### config.mk
export PLATFORM = sky130hd
export DESIGN_NAME = bit_manip_unit
export DESIGN_NICKNAME = d
export VERILOG_FILES = /design/src/rtl/bit_manip_unit.sv
export SDC_FILE = /design/constraint.sdc
export NUM_CORES = 1
export LEC_CHECK = 0
export ABC_AREA = 1
export BUFFER_PORTS_ARGS = -buffer_cell sky130_fd_sc_hd__buf_4
export CORE_ASPECT_RATIO = 1.4
export CORE_MARGIN = 3
export CORE_UTILIZATION = 52
export CTS_BUF_LIST = sky130_fd_sc_hd__clkbuf_16
export DETAILED_ROUTE_END_ITERATION = 12
export HOLD_SLACK_MARGIN = 0.06
export PLACE_DENSITY = 0.83
export SLEW_MARGIN = 25
export SYNTH_ARGS = -nofsm -noshare
export SYNTH_HDL_FRONTEND = slang
export SYNTH_SLANG_ARGS = --single-unit
### constraint.sdc
create_clock -name clk -period 1.9 [get_ports clk]
set_input_delay 0.285 -clock clk [delete_from_list [all_inputs] [get_ports clk]]
set_output_delay 0.285 -clock clk [all_outputs]
set_load 0.02 [all_outputs]
### src/rtl/bit_manip_unit.sv
module bit_manip_unit #(
  parameter int ADDR_W = 8
) (
  input  logic              clk,
  input  logic              rst_n,
  input  logic              start,
  input  logic [7:0]        opcode,
  input  logic [ADDR_W-1:0] opaddr,
  output logic              busy,
  output logic              mem_req,
  output logic              mem_we,
  output logic [ADDR_W-1:0] mem_addr,
  output logic [7:0]        mem_wdata,
  input  logic [7:0]        mem_rdata,
  input  logic              mem_ack,
  output logic              done,
  output logic              taken,
  output logic              carry
);

  typedef enum logic [2:0] {S_IDLE, S_READ, S_MOD, S_WRITE, S_DONE} st_t;

  st_t               st_q;
  logic [4:0]        op_q;
  logic [ADDR_W-1:0] addr_q;
  logic [7:0]        rd_q, wb_q;
  logic              tk_q, cy_q;

  logic       legal, accept, tested;
  logic [2:0] bitsel;
  logic [7:0] mask;

  assign legal  = (opcode[7:5] == 3'b000);
  assign accept = start && (st_q == S_IDLE || st_q == S_DONE);
  assign bitsel = op_q[3:1];
  assign mask   = 8'b1 << bitsel;
  assign tested = rd_q[bitsel];

  always_ff @(posedge clk) begin
    if (!rst_n) begin
      st_q   <= S_IDLE;
      op_q   <= '0;
      addr_q <= '0;
      rd_q   <= '0;
      wb_q   <= '0;
      tk_q   <= 1'b0;
      cy_q   <= 1'b0;
    end else begin
      case (st_q)
        S_IDLE, S_DONE: begin
          if (accept) begin
            op_q   <= opcode[4:0];
            addr_q <= opaddr;
            tk_q   <= 1'b0;
            st_q   <= legal ? S_READ : S_DONE;
          end else begin
            st_q <= S_IDLE;
          end
        end
        S_READ: begin
          if (mem_ack) begin
            rd_q <= mem_rdata;
            st_q <= S_MOD;
          end
        end
        S_MOD: begin
          if (op_q[4]) begin
            wb_q <= op_q[0] ? (rd_q & ~mask) : (rd_q | mask);
            st_q <= S_WRITE;
          end else begin
            tk_q <= tested ^ op_q[0];
            cy_q <= tested;
            st_q <= S_DONE;
          end
        end
        S_WRITE: begin
          if (mem_ack) st_q <= S_DONE;
        end
        default: st_q <= S_IDLE;
      endcase
    end
  end

  assign busy      = (st_q != S_IDLE);
  assign mem_req   = (st_q == S_READ) || (st_q == S_WRITE);
  assign mem_we    = (st_q == S_WRITE);
  assign mem_addr  = addr_q;
  assign mem_wdata = wb_q;
  assign done      = (st_q == S_DONE);
  assign taken     = done & tk_q;
  assign carry     = cy_q;


  req_hold_chk: assert property (@(posedge clk) disable iff (!rst_n)
    (mem_req && !mem_ack) |=> (mem_req && $stable(mem_addr) && $stable(mem_we)));


  wdata_keep_chk: assert property (@(posedge clk) disable iff (!rst_n)
    mem_we |-> (((mem_wdata ^ rd_q) & ~mask) == 8'h00));


  test_no_write_chk: assert property (@(posedge clk) disable iff (!rst_n)
    mem_we |-> op_q[4]);


  carry_at_done_chk: assert property (@(posedge clk) disable iff (!rst_n)
    !$stable(carry) |-> done);


  done_pulse_chk: assert property (@(posedge clk) disable iff (!rst_n)
    (done && !start) |=> !done);


  illegal_skip_chk: assert property (@(posedge clk) disable iff (!rst_n)
    (start && !legal && !busy) |=> (done && !mem_req && !taken));

endmodule

==> results of run 1 <==
-- metal layers --
metal  GRT usage  vias to the layer above  part of all wire
met3      0.0667                        8             0.052
met5           0                        -                 0
met2       0.350                       48              0.50
met4      0.0808                        0             0.019
met1       0.245                      633              0.43
li1            -                      775                 -
-- cells by family after synthesis --
group | count (synthesis) | synth area share
AND/OR/NAND/NOR | 91 | 0.260
flip-flops | 34 | 0.464
AO/OA/AOI/OAI | 58 | 0.202
buffers and inverters | 26 | 0.0742
-- metrics by stage --
stage | hold slack, ns | utilization | cell area, sq um | setup slack (ns)
3_5_place_dp | 0.459 | 0.689 | 1840 | 0.468
2_1_floorplan | 0.420 | - | 1470 | 0.591
4_1_cts | 0.232 | 0.740 | 1980 | 0.396
3_3_place_gp | 0.456 | 0.689 | 1840 | 0.506
6_report | 0.232 | 0.740 | 1980 | 0.398
5_1_grt | 0.239 | 0.740 | 1980 | 0.262
-- state kept, by name (all words and copies together), names as in the netlist --
signal     count
tk_q           1
op_q           5
mem_addr       8
st_q           3
mem_wdata      8
carry          1
rd_q           8
-- cell usage in the layout (no fill, tap or decap) --
cell type and n:
a21oi_1 25, a21oi_2 1, and3_1 1, buf_4 49, clkbuf_16 5, clkinv_1 3, dfxtp_1 34, inv_1 12
inv_2 6, nand2_1 36, nand3_1 8, nand3_2 1, nor2_1 39, nor2_2 1, nor2_4 2, nor3_1 3
o21ai_0 25, o21ai_1 6, o31ai_1 1
-- layout make-up --
class / instances / area share
Clock buffer: 5 / 0.0633
Clock inverter: 3 / 0.00570
Inverter: 18 / 0.0342
Multi-Input combinational cell: 149 / 0.343
Sequential cell: 34 / 0.345
Tap cell: 36 / 0.0228
Timing Repair Buffer: 49 / 0.186
-- synth_stat cells --
cell      number  area share
nor3_1         3       0.010
o21ai_1        6       0.020
buf_2          3       0.010
nor2_2         1      0.0043
nor2_4         2       0.015
nand2_1       36       0.092
nand3_1        8       0.027
nand3_2        1      0.0068
inv_1         12       0.031
a21oi_2        1      0.0060
and3_1         1      0.0043
dfxtp_1       34        0.46
buf_6          1      0.0077
clkbuf_1       4       0.010
a21oi_1       25       0.085
o31ai_1        1      0.0051
inv_2          6       0.015
o21ai_0       25       0.085
nor2_1        39        0.10
-- how the worst min path moves through the flow --
stage,slack [ns],start,end
5_1_grt,0.24,mem_rdata[7],rd_q[7]
6_report,0.23,mem_rdata[3],rd_q[3]
3_5_place_dp,0.46,mem_wdata[2],mem_wdata[2]
4_1_cts,0.23,mem_rdata[7],rd_q[7]
3_3_place_gp,0.46,mem_wdata[3],mem_wdata[3]
2_1_floorplan,0.42,mem_rdata[1],rd_q[1]
-- report_power, final --
part / internal, mW / total, mW / switching (mW) / leakage (nW)
sequential: 0.742 / 0.768 / 0.0263 / 0.278
combinational: 0.0843 / 0.187 / 0.103 / 0.547
clock: 0.470 / 0.732 / 0.263 / 0.0663
total: 1.30 / 1.69 / 0.391 / 0.891
-- tightest hold or removal path, stage by stage --
cell and delay (ns):
buf_4 0.08, nor2_1 0.03, nor2_1 0.08
==> results.md, run 1 <==
- Status: complete, no violations
- CP Max Fanout: 3
- R2R cell count: 5
- Hpwl dp: 2340 microns
- Die area: 3500 sq um
- Final ANT Viol Nets: 0
- Share of layout cells above drive strength 1: 0.252
- WP data arrival: about 1.2 ns
- Syn Nets: 237
- Hold Vio Cnt, Final: 0
- # hold bufs at CTS: 0
- # IOs: 50
- Die Y-Extent: between 60 and 70 microns
- Cell count after placement: 286
- End of the critical path: mem_we
- # diodes: 0
- Worst reg-to-reg setup slack: 0.46 ns
- Global Route Usage Sum: 0.208
- CTS root buf: clkbuf_16
- Drt via density: ~5
- Non-Filler Instances: 294
- CP endpoint kind: primary output
- CP Cell Sequence: inv_2 -> nor3_1 -> buf_4
- TritonCTS clock tree: done
- Crit path time final: 1.50 ns
- Levels on crit path: 3
- F_max: between 600 and 700 MHz
- Yosys warns: 0
- Via count: 1464
- Seq cells post-synth: 34
- Period utilization: 0.790
- CTS Buf Count: 5
- Max Slew Vio Count: 0
- Cts repair resizes: 0
- Die Wd: 50.9 microns
- Worst Setup SP: st_q[0]
- Gpl congestion: 0.777
- Worst path slowest cell: dfxtp_1
- H-tree levels: 2
- Critical path class: reg -> out
- CP required: 1.62 ns
- Peak supply drop: 0.00101 V
- Worst Hold Depth: 3
- Max-slew headroom: 0.617
- Number of port buffers: 49
- Starting Density: 0.550
- DR WL/cell: 11.0 microns
- Cell variety after synth: 19
- Synth Instances: 209
- Filler instances: 236
- Largest net degree at the start of global routing: 24
- Max Clock Skew: 0.00274 ns
- Power Total: between 1.5 and 2 mW
- DRT Pass-1 Iters: 4
- Core area: 2670 sq um
- Sink Count: 34
- RSZ-0062 raised after global routing: false
- CP top delay family: flip-flops
- DRC Markers: 0
- Setup-failing EPs final: 0
- RR Startpoint: st_q[1]
- First-pass GRT wire length: 5430 microns
- Post-CTS Setup Inserts: 0
- Multi-input logic area: 678 sq um
- Worst-margin pin slew: 0.573 ns
- Bufs on Longest Clock Path: 2
- Num rows: 22
- Worst R2R End: st_q[2]
- CP Buf/Inv Count: 2
- Global route overflow: 0
- Nets: about 290
- DRT iter0 DRCs: 45
- Insertion delay to the later sink of the worst-skew pair: ~0.27 ns
- Routed Wire Length: 3230 microns
- Setup tns final: 0 ns
- Mean Syn Cell Area: 7.02 sq um
- Power Density: roughly 850 nW/um^2
- Crit-path max cell delay: 0.36 ns
- Mapped Area: approximately 1500 sq um
- Vias in the first global route: 1250
- Register area: 681 sq um
- Post-synthesis sequential area ratio: 0.464
- Worst-path clk slew: 0.05 ns
- Area growth, synth to finish: 34.6%
- Antenna violations before repair: 0
- Max capacitance violation total: 0
- Startpoint types: register
- Leak pwr: 0.891 nW
- Min-Delay Path Class: in -> reg
No activity file was read; power rests on OpenSTA's default activity.
==> run 2, diff against run 1 <==
Settings changed: CORE_UTILIZATION 52 to 44, PLACE_DENSITY 0.83 to 0.75.
Clock period 1.9 ns to 1.3 ns, I/O delays scaled along.
==> results.md, run 2 (synthesis gave the netlist of run 1 again) <==
- R2R cell count: 7 (+2)
- Nets: 292 (+2.5%)
- CP endpoint kind: primary output
- Starting Density: 0.465 (-0.0842)
- First-pass GRT wire length: 5820 microns (+7.1%)
- Power Density: 1210 nW/um^2 (+42%)
- WP data arrival: 1.10 ns (-0.12 ns)
- Max Slew Vio Count: 0 (unchanged)
- Post-DP Area: 1880 sq um (+2.1%)
- Power Total: 2.49 mW (+48%)
- DRT Pass-1 Iters: 4 (unchanged)
- Worst R2R End: mem_wdata[5]
- CP top delay family: flip-flops
- Most common cell after layout, fill and taps aside: buf_4
- DRT iter0 DRCs: 30 (-33%)
- Vias in the first global route: 1391 (+11%)
- CTS root buf: clkbuf_16
- Most frequent cells in the layout: buf_4, nor2_1, nand2_1
- Gpl congestion: 0.805 (+3.6%)
- RR Startpoint: st_q[0]
- Hpwl dp: 2460 microns (+5.2%)
- Setup tns final: 0 ns (unchanged)
- Die Y-Extent: 74.3 microns (+8.0%)
- Most used cell, CP: buf_4
- DR WL/cell: 11.7 microns (+6.7%)
- End of the critical path: taken
- Worst Setup SP: st_q[0]
- Worst path slowest cell: dfxtp_2
- Sink Count: 34 (unchanged)
- Global route overflow: 0 (unchanged)
- Period utilization: 0.993
- Post-Place Worst Slack: 0.0358 ns (-0.432 ns)
- Worst-path clk slew: 0.05 ns (about the same)
- CP Max Fanout: 3 (unchanged)
- Status: complete, no violations
- Worst-margin pin slew: 0.370 ns (-0.203 ns)
- Core area: 3150 sq um (+18%)
- # diodes: 0 (unchanged)
- Worst reg-to-reg setup slack: 0.06 ns (-0.40 ns)
- Drt via density: 4.98 (about the same)
- Insertion delay to the later sink of the worst-skew pair: 0.28 ns (about the same)
- Setup-failing EPs final: 0 (unchanged)
- H-tree levels: 2 (unchanged)
- Num rows: 24 (+9.1%)
- Non-Filler Instances: 303 (+3.1%)
- Bufs on Longest Clock Path: 2 (unchanged)
- Peak supply drop: 0.00107 V (+6.4%)
- Levels on crit path: 4 (+1)
- Routed Wire Length: 3550 microns (+10%)
- Max capacitance violation total: 0 (unchanged)
- # IOs: 50 (unchanged)
- Worst Slack Setup Final: 0.00956 ns (-0.389 ns)
- Final instance area: 2060 sq um (+4.4%)
- TritonCTS clock tree: done
- F_max: between 700 and 800 MHz
- DRC Markers: 0 (unchanged)
- Share of layout cells above drive strength 1: 0.303 (+0.0511)
- CP Cell Sequence: nor2_2 -> buf_4 -> and3_1 -> buf_4
- CP required: 1.11 ns (-0.51 ns)
- Die area: 4070 sq um (+16%)
- Hold Vio Cnt, Final: 0 (unchanged)
- Final ANT Viol Nets: 0 (unchanged)
- Number of port buffers: 49 (unchanged)
- Cell count after placement: 293 (+2.4%)
- Via count: 1509 (+3.1%)
- Leak pwr: 0.940 nW (+5.5%)
- CTS Buf Count: 5 (unchanged)
- Min-Delay Path Class: in -> reg
- Area growth, synth to finish: 40.6%
- Antenna violations before repair: 0 (unchanged)
- RSZ-0062 raised after global routing: true
- Global Route Usage Sum: 0.196 (-0.0122)
- Crit-path max cell delay: 0.33 ns (-0.03 ns)
- # hold bufs at CTS: 0 (unchanged)
- Crit path time final: 1.29 ns
- Max Clock Skew: 0.00420 ns (+0.00146 ns)
- CP Buf/Inv Count: 2 (unchanged)
- Startpoint types: register
- Max-slew headroom: 0.753 (+0.136)
- Largest net degree at the start of global routing: 24 (unchanged)
- Die Wd: 54.8 microns (+7.7%)
- Critical path class: reg -> out
run 2: power by group:
| group | internal [mW] | leakage [nW] | switching, mW |
|---|---|---|---|
| sequential | 1.09 | 0.279 | 0.0383 |
| clock | 0.683 | 0.0723 | 0.398 |
| combinational | 0.133 | 0.588 | 0.158 |
run 2: stage by stage:
step	hold WS [ns]	util
after floorplan	0.330	-
after global placement	0.416	0.596
after detailed placement	0.423	0.596
after CTS	0.136	0.641
after global routing	0.146	0.654
final	0.139	0.654
run 2: worst min path at each step:
stage,startpoint,to,slack [ns],cells after the start
2_1_floorplan,mem_rdata[1],rd_q[1],0.33,2
3_3_place_gp,mem_rdata[6],rd_q[6],0.42,3
3_5_place_dp,mem_rdata[7],rd_q[7],0.42,3
4_1_cts,mem_rdata[7],rd_q[7],0.14,3
5_1_grt,mem_rdata[2],rd_q[2],0.15,3
6_report,mem_rdata[7],rd_q[7],0.14,3
run 2: tightest hold or removal path, delay by kind of cell:
| family | cells | cell delay, ns |
|---|---|---|
| and+or+nand+nor | 2 | 0.11 |
| buffers and inverters | 1 | 0.07 |
run 2: repair_timing:
item,in CTS,in global routing
setup endpoints to repair,2,19
gates resized for setup,4,8
setup buffers,0,3
pin swaps,1,2
run 2: final cells by class:
class	instances	area, sq um
Sequential cell	34	686
Fill cell	290	1090
Clock inverter	2	7.51
Multi-Input combinational cell	149	702
Tap cell	39	48.8
Inverter	18	70.1
Timing Repair Buffer	56	424
Clock buffer	5	125
run 2: routing by layer:
layer	track usage	wire length, microns	share of wire
met5	0	0	0
met4	0.116	112	0.032
met3	0.0621	226	0.064
met2	0.316	1790	0.50
met1	0.219	1430	0.40
